===== config.mk =====
export PLATFORM = sky130hd
export DESIGN_NAME = clk_switch_ctrl
export DESIGN_NICKNAME = d
export VERILOG_FILES = /design/src/rtl/clksw_pkg.sv /design/src/rtl/clksw_src_ready.sv /design/src/rtl/clksw_pll_settle.sv /design/src/rtl/clksw_switch_fsm.sv /design/src/rtl/clk_switch_ctrl.sv
export SDC_FILE = /design/constraint.sdc
export NUM_CORES = 1
export LEC_CHECK = 0
export ABC_AREA = 1
export BUFFER_PORTS_ARGS = -buffer_cell sky130_fd_sc_hd__clkbuf_2
export CELL_PAD_IN_SITES_DETAIL_PLACEMENT = 0
export CELL_PAD_IN_SITES_GLOBAL_PLACEMENT = 1
export CORE_MARGIN = 1
export CORE_UTILIZATION = 39
export CTS_BUF_LIST = sky130_fd_sc_hd__clkbuf_8
export CTS_CLUSTER_DIAMETER = 50
export CTS_CLUSTER_SIZE = 10
export DETAILED_ROUTE_END_ITERATION = 16
export GPL_TIMING_DRIVEN = 1
export PLACE_DENSITY_LB_ADDON = 0.05
export RECOVER_POWER = 50
export SLEW_MARGIN = 10
export SYNTH_ARGS = -nofsm -noshare
export SYNTH_HDL_FRONTEND = slang
export SYNTH_SLANG_ARGS = --single-unit
export TNS_END_PERCENT = 1

===== constraint.sdc =====
create_clock -name clk_i -period 2 [get_ports clk_i]
set_input_delay 0.1 -clock clk_i [delete_from_list [all_inputs] [get_ports clk_i]]
set_output_delay 0.1 -clock clk_i [all_outputs]
set_load 0.01 [all_outputs]

===== src/rtl/clksw_pkg.sv =====
package clksw_pkg;
  typedef enum logic [2:0] {
    SRC_HXT       = 3'd0,
    SRC_LXT       = 3'd1,
    SRC_PLL       = 3'd2,
    SRC_LIRC      = 3'd3,
    SRC_HIRC      = 3'd4,
    SRC_PLL_HALF  = 3'd5,
    SRC_RSVD      = 3'd6,
    SRC_HIRC_HALF = 3'd7
  } clk_src_e;

  localparam int unsigned N_OSC    = 4;
  localparam int unsigned OSC_HXT  = 0;
  localparam int unsigned OSC_LXT  = 1;
  localparam int unsigned OSC_LIRC = 2;
  localparam int unsigned OSC_HIRC = 3;
  localparam int unsigned SEL_W    = 3;
endpackage


===== src/rtl/clksw_src_ready.sv =====
module clksw_src_ready
  import clksw_pkg::*;
(
  input  logic [SEL_W-1:0] code_i,
  input  logic [N_OSC-1:0] osc_stable_i,
  input  logic             pll_stable_i,
  output logic             ready_o
);
  always_comb begin
    unique case (code_i)
      SRC_HXT:                 ready_o = osc_stable_i[OSC_HXT];
      SRC_LXT:                 ready_o = osc_stable_i[OSC_LXT];
      SRC_LIRC:                ready_o = osc_stable_i[OSC_LIRC];
      SRC_HIRC, SRC_HIRC_HALF: ready_o = osc_stable_i[OSC_HIRC];
      SRC_PLL, SRC_PLL_HALF:   ready_o = pll_stable_i;
      default:                 ready_o = 1'b0;
    endcase
  end
endmodule


===== src/rtl/clksw_pll_settle.sv =====
module clksw_pll_settle #(
  parameter int unsigned SHORT_CNT = 6144,
  parameter int unsigned LONG_CNT  = 12288
) (
  input  logic clk_i,
  input  logic rst_ni,
  input  logic pd_i,
  input  logic sys_pd_i,
  input  logic tick_i,
  input  logic long_i,
  output logic stable_o
);
  localparam int unsigned CW = $clog2(LONG_CNT + 1);

  logic [CW-1:0] cnt_q;
  logic [CW:0]   cnt_nxt;
  logic [CW:0]   limit;
  logic          stable_q;

  assign cnt_nxt = {1'b0, cnt_q} + 1'b1;
  assign limit   = long_i ? (CW+1)'(LONG_CNT) : (CW+1)'(SHORT_CNT);

  always_ff @(posedge clk_i or negedge rst_ni) begin
    if (!rst_ni) begin
      cnt_q    <= '0;
      stable_q <= 1'b0;
    end else if (pd_i || sys_pd_i) begin
      cnt_q    <= '0;
      stable_q <= 1'b0;
    end else if (tick_i && !stable_q) begin
      cnt_q <= cnt_nxt[CW-1:0];
      if (cnt_nxt >= limit) stable_q <= 1'b1;
    end
  end

  assign stable_o = stable_q;
endmodule


===== src/rtl/clksw_switch_fsm.sv =====
module clksw_switch_fsm
  import clksw_pkg::*;
#(
  parameter logic [SEL_W-1:0] RST_SEL = 3'b111
) (
  input  logic             clk_i,
  input  logic             rst_ni,
  input  logic             wr_i,
  input  logic [SEL_W-1:0] code_i,
  input  logic             code_ready_i,
  input  logic             tgt_ready_i,
  output logic [SEL_W-1:0] cur_sel_o,
  output logic [SEL_W-1:0] tgt_o,
  output logic             pending_o,
  output logic             fail_o
);
  logic [SEL_W-1:0] cur_q, tgt_q;
  logic             pend_q, fail_q;
  logic             wr_ok;

  assign wr_ok = wr_i && (code_i != SRC_RSVD);

  always_ff @(posedge clk_i or negedge rst_ni) begin
    if (!rst_ni) begin
      cur_q  <= RST_SEL;
      tgt_q  <= RST_SEL;
      pend_q <= 1'b0;
      fail_q <= 1'b0;
    end else if (wr_ok) begin
      tgt_q  <= code_i;
      fail_q <= !code_ready_i;
      pend_q <= !code_ready_i;
      if (code_ready_i) cur_q <= code_i;
    end else if (pend_q && tgt_ready_i) begin
      cur_q  <= tgt_q;
      pend_q <= 1'b0;
    end
  end

  assign cur_sel_o = cur_q;
  assign tgt_o     = tgt_q;
  assign pending_o = pend_q;
  assign fail_o    = fail_q;
endmodule


===== src/rtl/clk_switch_ctrl.sv =====
module clk_switch_ctrl
  import clksw_pkg::*;
#(
  parameter int unsigned      SHORT_CNT = 6144,
  parameter int unsigned      LONG_CNT  = 12288,
  parameter logic [SEL_W-1:0] RST_SEL   = 3'b111
) (
  input  logic             clk_i,
  input  logic             rst_ni,
  input  logic             sel_wr_i,
  input  logic [SEL_W-1:0] sel_data_i,
  input  logic [N_OSC-1:0] osc_stable_i,
  input  logic             pll_pd_i,
  input  logic             sys_pd_i,
  input  logic             pll_long_i,
  input  logic             pll_tick_i,
  output logic [SEL_W-1:0] cur_sel_o,
  output logic             switch_fail_o,
  output logic             pll_stable_o
);
  logic             pll_ok;
  logic             code_rdy;
  logic             tgt_rdy;
  logic             pend;
  logic [SEL_W-1:0] tgt;

  clksw_pll_settle #(
    .SHORT_CNT(SHORT_CNT),
    .LONG_CNT (LONG_CNT)
  ) u_settle (
    .clk_i   (clk_i),
    .rst_ni  (rst_ni),
    .pd_i    (pll_pd_i),
    .sys_pd_i(sys_pd_i),
    .tick_i  (pll_tick_i),
    .long_i  (pll_long_i),
    .stable_o(pll_ok)
  );

  clksw_src_ready u_rdy_req (
    .code_i      (sel_data_i),
    .osc_stable_i(osc_stable_i),
    .pll_stable_i(pll_ok),
    .ready_o     (code_rdy)
  );

  clksw_src_ready u_rdy_tgt (
    .code_i      (tgt),
    .osc_stable_i(osc_stable_i),
    .pll_stable_i(pll_ok),
    .ready_o     (tgt_rdy)
  );

  clksw_switch_fsm #(
    .RST_SEL(RST_SEL)
  ) u_fsm (
    .clk_i       (clk_i),
    .rst_ni      (rst_ni),
    .wr_i        (sel_wr_i),
    .code_i      (sel_data_i),
    .code_ready_i(code_rdy),
    .tgt_ready_i (tgt_rdy),
    .cur_sel_o   (cur_sel_o),
    .tgt_o       (tgt),
    .pending_o   (pend),
    .fail_o      (switch_fail_o)
  );

  assign pll_stable_o = pll_ok;
endmodule


==> summary.md, run 1 <==
| Metric | Value |
|---|---|
| Met1 usage | `27.7%` |
| I/O Pins | `19` |
| Final ANT Viol Nets | `0` |
| Vias per cell | `~4.9` |
| #FFs+latches synth | `23` |
| Final Max Slew Viols | `0` |
| Clk buf depth | `2` |
| Die ar. | `3980 sq um` |
| Antenna Cells | `0` |
| Vias | `1368` |
| Final Routed Wirelength | `3.46 mm` |
| Post-synthesis adder-cell area fraction | `2.58%` |
| Most frequent cells in the layout | `63 x nand2_1, 28 x inv_1, 17 x dfrtp_1` |
| Initial antenna violation count | `0` |
| Worst-path fanout max | `3` |
| Clock Tree Root | `clkbuf_8` |
| Sequential element share of the synthesized area | `40.1%` |
| Met3 usage | `2.17%` |
| Post-DP HPWL | `between 2 and 3 mm` |
| Fin crit share | `a little over nine tenths` |
| Die Ht | `63.1 um` |
| Critical Path RT | `2.21 ns` |
| H-Tree Depth | `1` |
| Global-route wire length before repair | `just over 6 mm` |
| Clk_skew | `0.00277 ns` |
| Largest family of logic cells by synthesized area | `simple AND/OR/NAND/NOR gates` |
| Peak supply drop | `0.308 mV` |
| Post-layout util | `51.1%` |
| Total grt overflow | `0` |
| Synth area leaders | `dfrtp_1 29%, nand2_1 16%, dfstp_2 11%` |
| Simple-gate share of the synthesized area | `a little over a third` |
| Setup WS post-layout | `0.0618 ns` |
| Commonest non-fill, non-tap cell in the layout | `nand2_1` |
| Max cap viols | `0` |
| Critical path arrival | `approximately 2.2 ns` |
| Starting Density | `around 42%` |
| Buffers added on ports | `18` |
| Post-synthesis area per instance | `7.31 sq um` |
| Skew-Pair Late Insertion Delay | `0.27 ns` |
| Xor-xnor portion of the synthesized cell area | `1.20%` |
| CTS tree | `built` |
| Synth Cell Area | `~1500 sq um` |
| Largest net degree at the start of global routing | `24` |
| Setup CP Type | `register to register` |
| Final Critical Period | `1.94 ns` |
| Compound-Gate Fraction of Synth Area | `12.0%` |
| Post-Layout Cell Count | `between 200 and 300` |
| First-pass DRT Iterations | `4` |
| Core Area | `3440 sq um` |
| Final setup violation count | `0` |
| Cell area after layout | `roughly 1800 sq um` |
| Post-synth top area cell | `dfrtp_1` |
| WL/cell | `around 12 um` |
| Site row count | `21` |
| Placed cell count | `271` |
| Leak | `0.829 nW` |
| Area growth from synthesis to layout | `20.9%` |
| Worst slew pin tran | `1.28 ns` |
| RePlAce Congestion | `roughly 0.85` |
| Synthesized instance count | `approximately 200` |
| Final-report hold violation count | `0` |
| Yosys top cell area share | `29.3%` |
| Dpl ws | `-0.00583 ns` |
| Max-slew headroom | `14.5%` |
| Clock-pin slew on the worst setup and hold paths | `0.08 ns` |
| Mux cell area share after synthesis | `0%` |
| Worst setup EP type | `register` |
| CTS buffer count | `3` |
| GRT Total Usage | `19.4%` |
| Vias in the first global route | `~1300` |
| Max Clk Rate | `0.516 GHz` |
| Clock Sinks | `23` |
| Worst setup SP type | `register` |
| Yosys warnings | `0` |
| Power per cell area | `approximately 580 nW/um^2` |
| Die Wd | `63.1 um` |
| RSZ-0062 raised after global routing | `true` |
| Post-synthesis cell type count | `27` |
| Nets | `252` |
| Post-DP Area | `1660 sq um` |
| Grt met2 use | `30.5%` |
| Share of post-route cells with drive strength above 1 | `a little under a quarter` |
| DRC errors left | `0` |
| Global routing's busiest layer | `met2` |
| Status | `completed` |
| Initial drt markers | `86` |
| Tightest Hold Check Type | `primary input to register` |
| Syn nets | `216` |
[repair_timing]
item,CTS,global route
buffers inserted,2,2
endpoints found under the hold margin,17,0
hold buffers,1,0
pin swaps,0,2
endpoints found under the setup margin,1,1
gates resized for setup,0,3
[critical path: stages (launching register included)]
cell	delay, ns
dfrtp_1	0.42
nand3_4	0.11
nor2_4	0.10
nand3_2	0.08
nor2_2	0.10
xor2_1	0.09
ha_1	0.28
inv_1	0.04
nor2_1	0.09
nand3_1	0.11
nor2_4	0.09
nand2_1	0.05
nor2_1	0.09
nand2_1	0.05
nand2_1	0.07
nand3_2	0.05
nand2_1	0.06
[logic make-up (layout without fill, tap and decap cells)]
group / Yosys count / after routing
fa+ha+maj: 3 / 3
xor+xnor: 2 / 2
flops: 23 / 23
simple gates: 112 / 112
compound gates: 30 / 30
buf+inv: 29 / 64
[per-layer routing]
metal / part of all wire (%) / wire, um / up-vias
li1: - / - / 717
met3: 2.5 / 88 / 5
met1: 53 / 1830 / 623
met4: 1.2 / 41 / 0
met5: 0 / 0 / -
met2: 43 / 1500 / 23
[synthesized netlist by cell type (all sizes together)]
cell / count
xor2: 2
a211oi: 1
nor2: 18
inv: 27
buf: 1
clkinv: 1
o31ai: 2
dfrtp: 17
nand2: 66
ha: 3
nand3: 21
or3: 1
a21oi: 5
nor3: 4
a31oi: 1
dfstp: 6
o21ai: 14
o2bb2ai: 1
nand4: 2
o22ai: 6
[flip-flops by register name, indices dropped and copies added, names as in the netlist]
signal,cells
u_fsm.cur_sel_o,3
u_fsm.fail_o,1
u_fsm.pending_o,1
u_fsm.tgt_o,3
u_settle.cnt_q,14
u_settle.stable_o,1
[metrics by stage]
stage,hold slack [ns],power (mW),setup TNS (ns)
2_1_floorplan,-0.196,0.650,0
3_3_place_gp,0.120,0.727,0
3_5_place_dp,0.136,0.734,-0.00583
4_1_cts,0.143,1.04,0
5_1_grt,0.174,1.09,-0.170
6_report,0.140,1.02,0
[path summary, 6_finish.rpt]
check / start / end / slack, ns / cells after the start
min in group asynchronous: rst_ni / u_fsm.pending_o / 0.63 / 2
max in group asynchronous: rst_ni / u_settle.cnt_q[2] / 0.62 / 2
worst max-delay path: u_settle.cnt_q[2] / u_settle.stable_o / 0.06 / 16
worst min-delay path: sel_data_i[1] / u_fsm.tgt_o[1] / 0.14 / 3
worst min register to register: u_fsm.cur_sel_o[2] / u_fsm.cur_sel_o[2] / 0.46 / 2
worst max register to register: u_settle.cnt_q[2] / u_settle.stable_o / 0.06 / 16
[power breakdown]
group	internal (mW)	switching, mW
Combinational	0.0729	0.108
Sequential	0.520	0.0284
Clock	0.137	0.154
Total	0.730	0.291
[area by class of cell]
| class | instances | area, sq um |
|---|---|---|
| Fill cell | 352 | 1680 |
| Multi-Input combinational cell | 147 | 772 |
| Sequential cell | 23 | 583 |
| Timing Repair Buffer | 32 | 195 |
| Inverter | 28 | 105 |
| Tap cell | 46 | 57.6 |
| Clock buffer | 3 | 41.3 |
| Clock inverter | 1 | 3.75 |
Power figures use the tool's default switching activity.
==> run 2: changes to the inputs <==
ABC_AREA = 0   (was 1)
CORE_UTILIZATION = 41   (was 39)
==> summary.md, run 2 <==
| Metric | Value |
|---|---|
| Total grt overflow | `0 (unchanged)` |
| Global-route wire length before repair | `5.74 mm (-5.8%)` |
| Synth Cell Area | `1490 sq um (+2.2%)` |
| FF-to-FF End | `u_settle.stable_o` |
| Setup TNS | `-0.0760 ns (-0.0760 ns)` |
| Setup CP Type | `register to register` |
| Power per cell area | `575 nW/um^2 (-1.0%)` |
| Final-report hold violation count | `0 (unchanged)` |
| Reg2reg start | `u_settle.cnt_q[10]` |
| Post-synth top area cell | `dfrtp_1` |
| Post-DP HPWL | `2.44 mm (-7.5%)` |
| Largest net degree at the start of global routing | `24 (unchanged)` |
| Nets | `211 (-16%)` |
| Max Clk Rate | `0.482 GHz (-6.6%)` |
| Vias in the first global route | `1251 (-7.1%)` |
| Critical path arrival | `2.23 ns (+0.08 ns)` |
| Buffers added on ports | `18 (unchanged)` |
| Area growth from synthesis to layout | `21.8%` |
| Site row count | `21 (unchanged)` |
| Reg2Reg Depth | `8 (-8)` |
| Setup Buffers After CTS | `0 (-2)` |
| Max reg flops | `14 (unchanged)` |
| Post-synthesis area per instance | `9.47 sq um (+30%)` |
| First-pass DRT Iterations | `4 (unchanged)` |
| Clk_skew | `0.00203 ns (-0.000744 ns)` |
| CTS tree | `built` |
| Sequential element share of the synthesized area | `39.2% (-0.88 points)` |
| Final ANT Viol Nets | `0 (unchanged)` |
| RePlAce Congestion | `0.768 (-9.5%)` |
| Clock Sinks | `23 (unchanged)` |
| Ys flop type | `dfrtp_1` |
| Commonest non-fill, non-tap cell in the layout | `nor2_1` |
| Final Routed Wirelength | `3.19 mm (-7.9%)` |
| Worst setup SP type | `register` |
| Most frequent cells in the layout | `22 x nor2_1, 20 x buf_4, 17 x nand2_1, 17 x clkbuf_2, 16 x dfrtp_1` |
| Most common cell in the synthesized netlist | `nor2_1` |
| Starting Density | `43.5% (+1.3 points)` |
| Final Max Slew Viols | `0 (unchanged)` |
| Synth async-reset ratio | `100% (unchanged)` |
| DRC errors left | `0 (unchanged)` |
| Synth area leaders | `dfrtp_1 29%, dfstp_2 11%, xor2_1 7.7%` |
| Die Wd | `62.2 um (-1.3%)` |
| CTS buffer count | `3 (unchanged)` |
| Post-DP Area | `1750 sq um (+5.1%)` |
| Worst setup EP type | `register` |
| Count of flip-flops with a built-in enable after synthesis | `0 (unchanged)` |
| Final Critical Period | `2.08 ns (+0.138 ns)` |
| Yosys top cell area share | `28.6% (-0.64 points)` |
| Worst R2R Setup Slack | `-0.08 ns (-0.14 ns)` |
| I/O Pins | `19 (unchanged)` |
| Setup WS post-layout | `-0.0760 ns (-0.138 ns)` |
| Initial drt markers | `55 (-36%)` |
| Post-synth top cells | `22 x nor2_1, 18 x nand2_1, 17 x dfrtp_1, 13 x xor2_1, 7 x nand4_1` |
| Worst hold path depth | `3 (unchanged)` |
| H-Tree Depth | `1 (unchanged)` |
| Status | `complete, but fails checks` |
| Synthesized instance count | `157 (-21%)` |
| Vias | `1213 (-11%)` |
| GRT Total Usage | `18.8% (-0.56 points)` |
| Max cap viols | `0 (unchanged)` |
| Core Area | `3420 sq um (-0.76%)` |
| Worst slew pin tran | `1.21 ns (-0.0760 ns)` |
| WL/cell | `13.3 um (+7.8%)` |
| Peak supply drop | `0.302 mV (-1.9%)` |
| Tightest Hold Check Type | `primary input to register` |
| Die Ht | `62.2 um (-1.3%)` |
| Vias per cell | `5.08 (+3.9%)` |
| Initial antenna violation count | `0 (unchanged)` |
| Final setup violation count | `1 (+1)` |
| Post-synthesis cell type count | `46 (+70%)` |
| RSZ-0062 raised after global routing | `true` |
| Worst-path fanout max | `3 (unchanged)` |
| Die ar. | `3870 sq um (-2.7%)` |
| Clock Tree Root | `clkbuf_8` |
| Yosys warnings | `0 (unchanged)` |
| Failing checks | `setup timing` |
| Skew-Pair Late Insertion Delay | `0.27 ns (about the same)` |
| #FFs+latches synth | `23 (unchanged)` |
| Syn nets | `174 (-19%)` |
| Antenna Cells | `0 (unchanged)` |
| Fin crit share | `104% (+6.9 points)` |
| Clock-pin slew on the worst setup and hold paths | `0.09 ns (about the same)` |
| Cell area after layout | `1810 sq um (+3.0%)` |
| Hold Path Sink | `u_fsm.tgt_o[0]` |
| Reg with most FFs | `u_settle.cnt_q` |
| Leak | `0.823 nW (-0.69%)` |
| HP Start | `sel_wr_i` |
| Clk buf depth | `2 (unchanged)` |
| Share of post-route cells with drive strength above 1 | `30.6% (+7.5 points)` |
| Critical Path RT | `2.15 ns (-0.06 ns)` |
| Max-slew headroom | `19.5% (+5.1 points)` |
==> run 2: stage by stage <==
stage | hold WS, ns | setup WS [ns] | power (mW) | util, % | instances
global route | 0.119 | -0.269 | 1.11 | 53.0 | 239
global placement | 0.115 | -0.0160 | 0.737 | 51.2 | 234
detailed placement | 0.122 | -0.109 | 0.746 | 51.2 | 234
floorplan | -0.196 | -0.136 | 0.665 | - | 157
finish | 0.0932 | -0.0760 | 1.04 | 53.0 | 239
CTS | 0.0801 | -0.0950 | 1.06 | 53.0 | 239
==> run 2: how the worst max path moves through the flow <==
stage	start	cells past startpoint	slack [ns]	end
2_1_floorplan	u_settle.cnt_q[8]	8	-0.14	u_settle.stable_o
3_3_place_gp	u_settle.cnt_q[6]	8	-0.02	u_settle.stable_o
3_5_place_dp	u_settle.cnt_q[6]	8	-0.11	u_settle.stable_o
4_1_cts	u_settle.cnt_q[9]	8	-0.09	u_settle.stable_o
5_1_grt	u_settle.cnt_q[8]	8	-0.27	u_settle.stable_o
6_report	u_settle.cnt_q[10]	8	-0.08	u_settle.stable_o
==> run 2: final cells by class <==
type                       count  area [sq um]
clock buffer                   3          41.3
clock inverter                 1          7.51
fill                         340          1610
inverter                       5          18.8
multi-input combinational    122           852
sequential                    23           584
tap                           46          57.6
timing repair buffer          39           249
==> run 2: critical path: stages, from the launching register on <==
cell and delay, ns:
dfrtp_1 0.37, nand3_2 0.11, nor4_4 0.28, nand3_1 0.13, xnor2_1 0.14, ha_1 0.31, and4bb_1 0.22, o41ai_2 0.29
o31ai_1 0.11
==> run 2: per-layer routing <==
metal / track usage, % / share of wire (%)
met1: 26.5 / 50
met2: 29.5 / 46
met3: 3.86 / 2.4
met4: 4.36 / 0.66
met5: 0 / 0
==> run 2: kinds of logic (layout without fill, tap and decap cells) <==
| group | count (synthesis) | count (layout) | synth area share [%] |
|---|---|---|---|
| xor gates and xnor gates | 16 | 16 | 9.43 |
| muxes | 9 | 9 | 6.48 |
| AOI/OAI and AO/OA | 20 | 20 | 9.68 |
| buffers and inverters | 12 | 48 | 4.21 |
| and+or+nand+nor | 74 | 74 | 28.5 |
| DFF | 23 | 23 | 39.2 |
| adders and majority gates | 3 | 3 | 2.53 |
==> run 2: timing repair <==
item,CTS,global route
setup endpoints to repair,1,1
gates resized for setup,2,0
hold buffers,1,0
endpoints found under the hold margin,17,0
==> run 2: where the power goes <==
part	internal (mW)	total [mW]	switching (mW)	leakage (nW)
combinational	0.0862	0.184	0.0973	0.508
sequential	0.526	0.550	0.0246	0.294
clock	0.141	0.307	0.166	0.0217
